==> src/rtl/accalu_pkg.sv <==
package accalu_pkg;
  localparam int DW  = 8;
  localparam int NW  = DW / 2;
  localparam int OPW = 5;

  localparam int FB_S  = 7;
  localparam int FB_Z  = 6;
  localparam int FB_AC = 4;
  localparam int FB_P  = 2;
  localparam int FB_C  = 0;

  typedef enum logic [OPW-1:0] {
    OP_ADD = 5'd0,  OP_ADC = 5'd1,  OP_SUB = 5'd2,  OP_SBB = 5'd3,
    OP_CMP = 5'd4,  OP_AND = 5'd5,  OP_OR  = 5'd6,  OP_XOR = 5'd7,
    OP_RLC = 5'd8,  OP_RRC = 5'd9,  OP_RAL = 5'd10, OP_RAR = 5'd11,
    OP_INC = 5'd12, OP_DEC = 5'd13, OP_DAA = 5'd14, OP_CMA = 5'd15,
    OP_CMC = 5'd16, OP_STC = 5'd17
  } alu_op_e;
endpackage

==> src/rtl/alu_addsub.sv <==
module alu_addsub
  import accalu_pkg::*;
(
  input  logic [OPW-1:0] op,
  input  logic [DW-1:0]  a,
  input  logic [DW-1:0]  b,
  input  logic           cin,
  output logic [DW-1:0]  res,
  output logic           cy,
  output logic           hc
);
  logic          sub;
  logic          ci;
  logic [DW-1:0] bb;
  logic [DW:0]   full;
  logic [NW:0]   lo;

  always_comb begin
    sub = 1'b0;
    ci  = 1'b0;
    bb  = b;
    case (op)
      OP_ADC:         ci = cin;
      OP_SUB, OP_CMP: sub = 1'b1;
      OP_SBB: begin sub = 1'b1; ci = cin; end
      OP_INC:         bb = {{(DW-1){1'b0}}, 1'b1};
      OP_DEC: begin sub = 1'b1; bb = {{(DW-1){1'b0}}, 1'b1}; end
      default: ;
    endcase
    if (sub) begin
      full = {1'b0, a} - {1'b0, bb} - {{DW{1'b0}}, ci};
      lo   = {1'b0, a[NW-1:0]} - {1'b0, bb[NW-1:0]} - {{NW{1'b0}}, ci};
      hc   = ~lo[NW];
    end else begin
      full = {1'b0, a} + {1'b0, bb} + {{DW{1'b0}}, ci};
      lo   = {1'b0, a[NW-1:0]} + {1'b0, bb[NW-1:0]} + {{NW{1'b0}}, ci};
      hc   = lo[NW];
    end
    res = full[DW-1:0];
    cy  = full[DW];
  end
endmodule

==> src/rtl/alu_bitops.sv <==
module alu_bitops
  import accalu_pkg::*;
(
  input  logic [OPW-1:0] op,
  input  logic [DW-1:0]  a,
  input  logic [DW-1:0]  b,
  input  logic           cin,
  output logic [DW-1:0]  res,
  output logic           cy,
  output logic           hc
);
  logic [DW-1:0] either;
  assign either = a | b;

  always_comb begin
    res = a;
    cy  = cin;
    hc  = 1'b0;
    case (op)
      OP_AND: begin res = a & b; cy = 1'b0; hc = either[3]; end
      OP_OR:  begin res = either; cy = 1'b0; end
      OP_XOR: begin res = a ^ b;  cy = 1'b0; end
      OP_RLC: begin res = {a[DW-2:0], a[DW-1]}; cy = a[DW-1]; end
      OP_RRC: begin res = {a[0], a[DW-1:1]};    cy = a[0]; end
      OP_RAL: begin res = {a[DW-2:0], cin};     cy = a[DW-1]; end
      OP_RAR: begin res = {cin, a[DW-1:1]};     cy = a[0]; end
      OP_CMA: res = ~a;
      default: ;
    endcase
  end
endmodule

==> src/rtl/alu_decadj.sv <==
module alu_decadj
  import accalu_pkg::*;
(
  input  logic [DW-1:0] a,
  input  logic          cin,
  input  logic          hcin,
  output logic [DW-1:0] res,
  output logic          cy,
  output logic          hc
);
  logic [DW:0] t1;
  logic [DW:0] t2;
  logic [NW:0] lo_adj;

  always_comb begin
    t1     = {1'b0, a};
    cy     = cin;
    hc     = hcin;
    lo_adj = {1'b0, a[NW-1:0]} + (NW+1)'(6);
    if ((a[NW-1:0] > 4'd9) || hcin) begin
      hc = lo_adj[NW];
      t1 = t1 + (DW+1)'(6);
      cy = cy | t1[DW];
    end
    t2 = t1;
    if ((t1[DW-1:NW] > 4'd9) || cy) begin
      t2 = t1 + (DW+1)'(9'h060);
      cy = cy | t2[DW];
    end
    res = t2[DW-1:0];
  end
endmodule

==> src/rtl/acc_flag_alu.sv <==
module acc_flag_alu
  import accalu_pkg::*;
#(
  parameter logic [7:0] ACC_RST = 8'h00,
  parameter logic [7:0] FLG_RST = 8'h02
) (
  input  logic       clk,
  input  logic       rst_n,
  input  logic       we_i,
  input  logic [4:0] op_i,
  input  logic [7:0] acc_i,
  input  logic [7:0] opnd_i,
  input  logic [7:0] flags_i,
  output logic [7:0] acc_o,
  output logic [7:0] flg_o
);
  logic [1:0]    rst_sync;
  logic          rst_q_n;
  logic [DW-1:0] as_res, bo_res, da_res;
  logic          as_cy, as_hc, bo_cy, bo_hc, da_cy, da_hc;
  logic [DW-1:0] acc_d, acc_q, zsrc;
  logic [DW-1:0] flg_d, flg_q;
  logic          szp_en;

  always_ff @(posedge clk or negedge rst_n) begin
    if (!rst_n) rst_sync <= 2'b00;
    else        rst_sync <= {rst_sync[0], 1'b1};
  end
  assign rst_q_n = rst_sync[1];

  alu_addsub u_as (
    .op(op_i), .a(acc_i), .b(opnd_i), .cin(flags_i[FB_C]),
    .res(as_res), .cy(as_cy), .hc(as_hc)
  );

  alu_bitops u_bo (
    .op(op_i), .a(acc_i), .b(opnd_i), .cin(flags_i[FB_C]),
    .res(bo_res), .cy(bo_cy), .hc(bo_hc)
  );

  alu_decadj u_da (
    .a(acc_i), .cin(flags_i[FB_C]), .hcin(flags_i[FB_AC]),
    .res(da_res), .cy(da_cy), .hc(da_hc)
  );

  always_comb begin
    acc_d  = acc_i;
    flg_d  = flags_i;
    zsrc   = as_res;
    szp_en = 1'b0;
    case (op_i)
      OP_ADD, OP_ADC, OP_SUB, OP_SBB: begin
        acc_d = as_res; szp_en = 1'b1;
        flg_d[FB_C] = as_cy; flg_d[FB_AC] = as_hc;
      end
      OP_CMP: begin
        szp_en = 1'b1;
        flg_d[FB_C] = as_cy; flg_d[FB_AC] = as_hc;
      end
      OP_INC, OP_DEC: begin
        acc_d = as_res; szp_en = 1'b1;
        flg_d[FB_AC] = as_hc;
      end
      OP_AND, OP_OR, OP_XOR: begin
        acc_d = bo_res; zsrc = bo_res; szp_en = 1'b1;
        flg_d[FB_C] = bo_cy; flg_d[FB_AC] = bo_hc;
      end
      OP_RLC, OP_RRC, OP_RAL, OP_RAR: begin
        acc_d = bo_res; flg_d[FB_C] = bo_cy;
      end
      OP_CMA: acc_d = bo_res;
      OP_DAA: begin
        acc_d = da_res; zsrc = da_res; szp_en = 1'b1;
        flg_d[FB_C] = da_cy; flg_d[FB_AC] = da_hc;
      end
      OP_CMC: flg_d[FB_C] = ~flags_i[FB_C];
      OP_STC: flg_d[FB_C] = 1'b1;
      default: ;
    endcase
    if (szp_en) begin
      flg_d[FB_S] = zsrc[DW-1];
      flg_d[FB_Z] = (zsrc == '0);
      flg_d[FB_P] = ~^zsrc;
    end
  end

  always_ff @(posedge clk or negedge rst_q_n) begin
    if (!rst_q_n) begin
      acc_q <= ACC_RST;
      flg_q <= FLG_RST;
    end else if (we_i) begin
      acc_q <= acc_d;
      flg_q <= flg_d;
    end
  end

  assign acc_o = acc_q;
  assign flg_o = flg_q;
endmodule

==> config.mk <==
export PLATFORM = sky130hd
export DESIGN_NAME = acc_flag_alu
export DESIGN_NICKNAME = d
export VERILOG_FILES = /design/src/rtl/accalu_pkg.sv /design/src/rtl/alu_addsub.sv /design/src/rtl/alu_bitops.sv /design/src/rtl/alu_decadj.sv /design/src/rtl/acc_flag_alu.sv
export SDC_FILE = /design/constraint.sdc
export NUM_CORES = 1
export LEC_CHECK = 0
export CAP_MARGIN = 20
export CORE_ASPECT_RATIO = 1.4
export CORE_MARGIN = 3
export CORE_UTILIZATION = 26
export DETAILED_ROUTE_END_ITERATION = 10
export DONT_BUFFER_PORTS = 1
export GPL_ROUTABILITY_DRIVEN = 0
export PLACE_DENSITY_LB_ADDON = 0.08
export SLEW_MARGIN = 20
export SYNTH_ARGS = -nofsm -noshare
export SYNTH_HDL_FRONTEND = slang
export SYNTH_SLANG_ARGS = --single-unit
==> constraint.sdc <==
create_clock -name clk -period 0.85 [get_ports clk]
set_input_delay 0.1275 -clock clk [delete_from_list [all_inputs] [get_ports clk]]
set_output_delay 0.1275 -clock clk [all_outputs]
set_load 0.01 [all_outputs]
==> impl_metrics.xml <==
<?xml version="1.0" encoding="UTF-8"?>
<metrics>
  <group name="status">
    <metric name="status" unit="">finished, violations left</metric>
    <metric name="failed_checks" unit="">setup timing</metric>
  </group>
  <group name="clock_tree">
    <metric name="tritoncts" unit="">done</metric>
    <metric name="cts_htree_levels" unit="">1</metric>
    <metric name="cts_buffer_depth" unit="">2</metric>
    <metric name="insertion_delay" unit="ns">0.25</metric>
    <metric name="worst_setup_hold_path_clk_slew" unit="ns">0.05</metric>
    <metric name="clock_buffer_count_from_cts" unit="">3</metric>
    <metric name="root_buffer" unit="">sky130_fd_sc_hd__clkbuf_16</metric>
    <metric name="num_clock_sinks" unit="">18</metric>
  </group>
  <group name="setup_path">
    <metric name="worst_ep_arrival_time" unit="ns">3.24</metric>
    <metric name="critPathLaunch" unit="">op_i[4]</metric>
    <metric name="crit-reg2reg-launch" unit="">acc_o[6]</metric>
    <metric name="worst_stage_delay_on_the_critical_path" unit="ns">0.49</metric>
    <metric name="critical_path_class" unit="">in -&gt; reg</metric>
    <metric name="worst_path_dominant_cell_family" unit="">simple AND/OR/NAND/NOR gates</metric>
    <metric name="timing.critical_path.cells" unit="">nand3b_1 &gt; buf_6 &gt; nor2_4 &gt; nor2_2 &gt; ha_1 &gt; inv_2 &gt; ha_4 &gt; nor4b_4 &gt; a22oi_2 &gt; or4b_1 &gt; nand4_1 &gt; o211ai_1 &gt; and2_4 &gt; ha_4 &gt; xnor2_4 &gt; xnor2_2 &gt; mux2i_1 &gt; a21oi_1</metric>
    <metric name="worst_ep_required_time" unit="ns">0.97</metric>
    <metric name="critical_path.slowest_cell" unit="">sky130_fd_sc_hd__or4b_1</metric>
    <metric name="cp-start-kind" unit="">primary input</metric>
    <metric name="critical_path.reg2reg.endpoint" unit="">acc_o[6]</metric>
    <metric name="critical_path.endpoint_type" unit="">flop</metric>
    <metric name="cp_max_fo" unit="">17</metric>
    <metric name="worst_path_most_repeated_cell" unit="">sky130_fd_sc_hd__ha_4</metric>
    <metric name="crit_buf_inv" unit="">2</metric>
    <metric name="worstRegToRegCells" unit="">3</metric>
    <metric name="reg2reg_setup_slack" unit="ns">-0.04</metric>
  </group>
  <group name="pwr">
    <metric name="power.switching" unit="mW">2.19</metric>
    <metric name="power_leakage" unit="nW">2.36</metric>
    <metric name="power.internal" unit="mW">3.85</metric>
    <metric name="total_power" unit="mW">6.05</metric>
    <metric name="power.density" unit="mW/mm^2">1150</metric>
    <metric name="p_comb_frac" unit="">0.646</metric>
    <metric name="pwr-share-clk" unit="">0.174</metric>
    <metric name="seqPwrFrac" unit="">0.180</metric>
    <metric name="switching_share" unit="">0.363</metric>
    <metric name="power.ir.vdd_worst" unit="uV">566</metric>
  </group>
  <group name="layout">
    <metric name="final_layout_size_suffix_gt1_frac" unit="">0.436</metric>
    <metric name="final_cell_mix" unit="">sky130_fd_sc_hd__buf_4, sky130_fd_sc_hd__nor2_1, sky130_fd_sc_hd__ha_1, sky130_fd_sc_hd__inv_1, sky130_fd_sc_hd__a21oi_1</metric>
    <metric name="fin_nets" unit="">656</metric>
    <metric name="area.growth.synth_to_final" unit="%">59.7</metric>
    <metric name="antenna_cells_inserted" unit="">0</metric>
    <metric name="mostFrequentLayoutCell" unit="">sky130_fd_sc_hd__buf_4</metric>
  </group>
  <group name="min_path">
    <metric name="hold-path-cell-count" unit="">1</metric>
    <metric name="min-delay-path-class" unit="">in -&gt; reg</metric>
    <metric name="hold-path-endpoint" unit="">flg_o[3]</metric>
    <metric name="holdCritStartpoint" unit="">flags_i[3]</metric>
  </group>
  <group name="logic_synthesis">
    <metric name="yosysWarningCount" unit="">0</metric>
    <metric name="yosys.cell_types.count" unit="">71</metric>
    <metric name="synthesis.instances" unit="">433</metric>
    <metric name="yosys_most_used_dff" unit="">sky130_fd_sc_hd__dfrtp_1</metric>
    <metric name="synth.avg_cell_area" unit="um^2">7.59</metric>
    <metric name="mappedNetlistArea" unit="mm^2">0.00328</metric>
    <metric name="count_of_flip_flops_with_a_built_in_enable_after_synthesis" unit="">0</metric>
    <metric name="synth_async_sr_flop_share" unit="">1.00</metric>
    <metric name="ys_seq_elements" unit="">18</metric>
    <metric name="synth.yosys.seq_area_share" unit="">0.138</metric>
    <metric name="synth_fp_nets" unit="">512</metric>
  </group>
  <group name="timing">
    <metric name="rsz0062_at_grt" unit="">yes</metric>
    <metric name="clock-skew-final" unit="ns">0.000662</metric>
    <metric name="total_of_endpoints_with_negative_setup_slack_in_the_final_report" unit="">25</metric>
    <metric name="hold_viol_final" unit="">0</metric>
    <metric name="finalWorstSetupSlack" unit="ns">-2.27</metric>
    <metric name="tightest_slew" unit="ns">0.647</metric>
    <metric name="max_freq" unit="MHz">320</metric>
    <metric name="min_period_over_period" unit="">3.67</metric>
    <metric name="finalCriticalPeriod" unit="ns">3.12</metric>
    <metric name="maxSlewViolCount" unit="">0</metric>
    <metric name="whs" unit="ns">0.0237</metric>
    <metric name="slew_limit_headroom" unit="">0.566</metric>
  </group>
  <group name="routing">
    <metric name="drt_iter0_drc" unit="">186</metric>
    <metric name="drtPass1Iterations" unit="">4</metric>
    <metric name="avgViaCountPerCell" unit="">5.28</metric>
    <metric name="antenna_violating_nets_post_route" unit="">0</metric>
    <metric name="dr_total_vias" unit="">3816</metric>
    <metric name="wl" unit="mm">13.4</metric>
    <metric name="drt_drc_violations_left" unit="">0</metric>
    <metric name="detail_route.wl_per_cell" unit="um">18.5</metric>
  </group>
  <group name="global_routing">
    <metric name="grt_start_max_net_pins" unit="">34</metric>
    <metric name="grt_use_total" unit="">0.188</metric>
    <metric name="grt_antenna_before_repair" unit="">0</metric>
    <metric name="grt_pass1_wl" unit="mm">20.7</metric>
    <metric name="vias_in_the_first_global_route" unit="">3804</metric>
    <metric name="grt.overflow.total" unit="">0</metric>
  </group>
  <group name="die">
    <metric name="core.rowCount" unit="">47</metric>
    <metric name="fp.dieArea" unit="mm^2">0.0140</metric>
    <metric name="initial_core_util" unit="">0.271</metric>
    <metric name="core" unit="mm^2">0.0121</metric>
    <metric name="num_io_pins" unit="">48</metric>
    <metric name="die-height" unit="um">139</metric>
    <metric name="dieWidth" unit="um">101</metric>
  </group>
  <group name="job">
    <metric name="timing.max_cap.violations" unit="">0</metric>
  </group>
  <group name="placement">
    <metric name="dp_hpwl" unit="mm">11.0</metric>
    <metric name="port_buffers" unit="">0</metric>
  </group>
</metrics>
## cells by family (layout without fill, tap and decap cells)
group / count (synthesis) / count (layout) / share of synthesized area
buffers and inverters: 60 / 203 / 0.0743
adders and majority gates: 47 / 47 / 0.188
other: 1 / 1 / 0.00114
muxes: 18 / 18 / 0.0560
xor gates and xnor gates: 18 / 18 / 0.0480
DFF: 18 / 18 / 0.138
AOI/OAI and AO/OA: 122 / 122 / 0.257
and+or+nand+nor: 149 / 149 / 0.238
## synthesized netlist by cell type (4+ instances only)
cell | n | area, um^2
sky130_fd_sc_hd__o211ai_1 | 7 | 52.6
sky130_fd_sc_hd__nand4_1 | 5 | 31.3
sky130_fd_sc_hd__xnor2_1 | 16 | 140
sky130_fd_sc_hd__dfrtp_1 | 17 | 425
sky130_fd_sc_hd__a211oi_1 | 9 | 67.6
sky130_fd_sc_hd__fa_1 | 4 | 80.1
sky130_fd_sc_hd__a31oi_1 | 8 | 50.1
sky130_fd_sc_hd__mux2i_1 | 15 | 150
sky130_fd_sc_hd__inv_1 | 35 | 131
sky130_fd_sc_hd__nor2b_1 | 7 | 43.8
sky130_fd_sc_hd__o22ai_1 | 9 | 56.3
sky130_fd_sc_hd__o21ai_0 | 19 | 95.1
sky130_fd_sc_hd__ha_1 | 43 | 538
sky130_fd_sc_hd__clkbuf_1 | 18 | 67.6
sky130_fd_sc_hd__nand2b_1 | 12 | 75.1
sky130_fd_sc_hd__a221oi_1 | 5 | 43.8
sky130_fd_sc_hd__and2_1 | 6 | 37.5
sky130_fd_sc_hd__a21oi_1 | 28 | 140
sky130_fd_sc_hd__nor3_1 | 7 | 35.0
sky130_fd_sc_hd__nand3_1 | 7 | 35.0
sky130_fd_sc_hd__nand2_1 | 24 | 90.1
sky130_fd_sc_hd__nor3b_1 | 5 | 37.5
sky130_fd_sc_hd__nor2_1 | 49 | 184
## stage by stage
| stage | setup TNS, ns | instances | utilization | worst slack, ns | area (um^2) |
|---|---|---|---|---|---|
| 2_1_floorplan | -20.50 | 433 | - | -2.51 | 3400 |
| 3_3_place_gp | -23.23 | 705 | 0.380 | -2.62 | 4610 |
| 3_5_place_dp | -23.56 | 705 | 0.380 | -2.69 | 4610 |
| 4_1_cts | -19.61 | 718 | 0.414 | -2.25 | 5020 |
| 5_1_grt | -20.93 | 723 | 0.433 | -2.40 | 5250 |
| 6_report | -19.32 | 723 | 0.433 | -2.27 | 5250 |
## flip-flops by register name, indices dropped and copies added (netlist names)
| name | count |
|---|---|
| rst_sync | 2 |
| acc_o | 8 |
| flg_o | 8 |
## power by group through the flow
stage	Combinational (mW)	Clock, mW	Sequential, mW
after floorplan	1.76	0	1.13
after global placement	3.00	0	1.09
after detailed placement	3.01	0	1.10
after CTS	3.64	1.10	1.09
after global routing	4.21	1.12	1.11
final	3.91	1.05	1.09
## area by class of cell
cell class | instances | area [um^2]
Fill cell | 1262 | 6870
Tap cell | 147 | 184
Inverter | 35 | 131
Timing Repair Buffer | 164 | 1330
Clock buffer | 4 | 88.8
Sequential cell | 18 | 452
Multi-Input combinational cell | 355 | 3060
## worst max path at each step
stage               endpoint  slack [ns]  cells after the start
floorplan           flg_o[2]       -2.51                     18
global placement    flg_o[2]       -2.62                     16
detailed placement  flg_o[2]       -2.69                     17
CTS                 flg_o[2]       -2.25                     17
global route        flg_o[2]       -2.40                     18
finish              flg_o[2]       -2.27                     18
## timing repair
item / CTS / global route
endpoints found under the setup margin: 25 / 25
pin swaps: 35 / 31
hold buffers: 1 / 1
endpoints found under the hold margin: 9 / 7
cloned: 0 / 0
gates resized for setup: 50 / 38
buffers inserted: 10 / 8
## routing by layer
metal | wire length [um] | vias to the layer above | track usage
li1 | - | 1869 | -
met1 | 5340 | 1839 | 0.218
met2 | 7240 | 87 | 0.360
met3 | 416 | 21 | 0.00906
met4 | 399 | 0 | 0.0567
met5 | 0 | - | 0
## worst reg2reg max path, cell delays in order (launching register included)
cell	delay (ns)
sky130_fd_sc_hd__dfrtp_1	0.38
sky130_fd_sc_hd__buf_4	0.13
sky130_fd_sc_hd__o22ai_1	0.20
sky130_fd_sc_hd__a41oi_2	0.05
No activity file was read; power rests on OpenSTA's default activity.
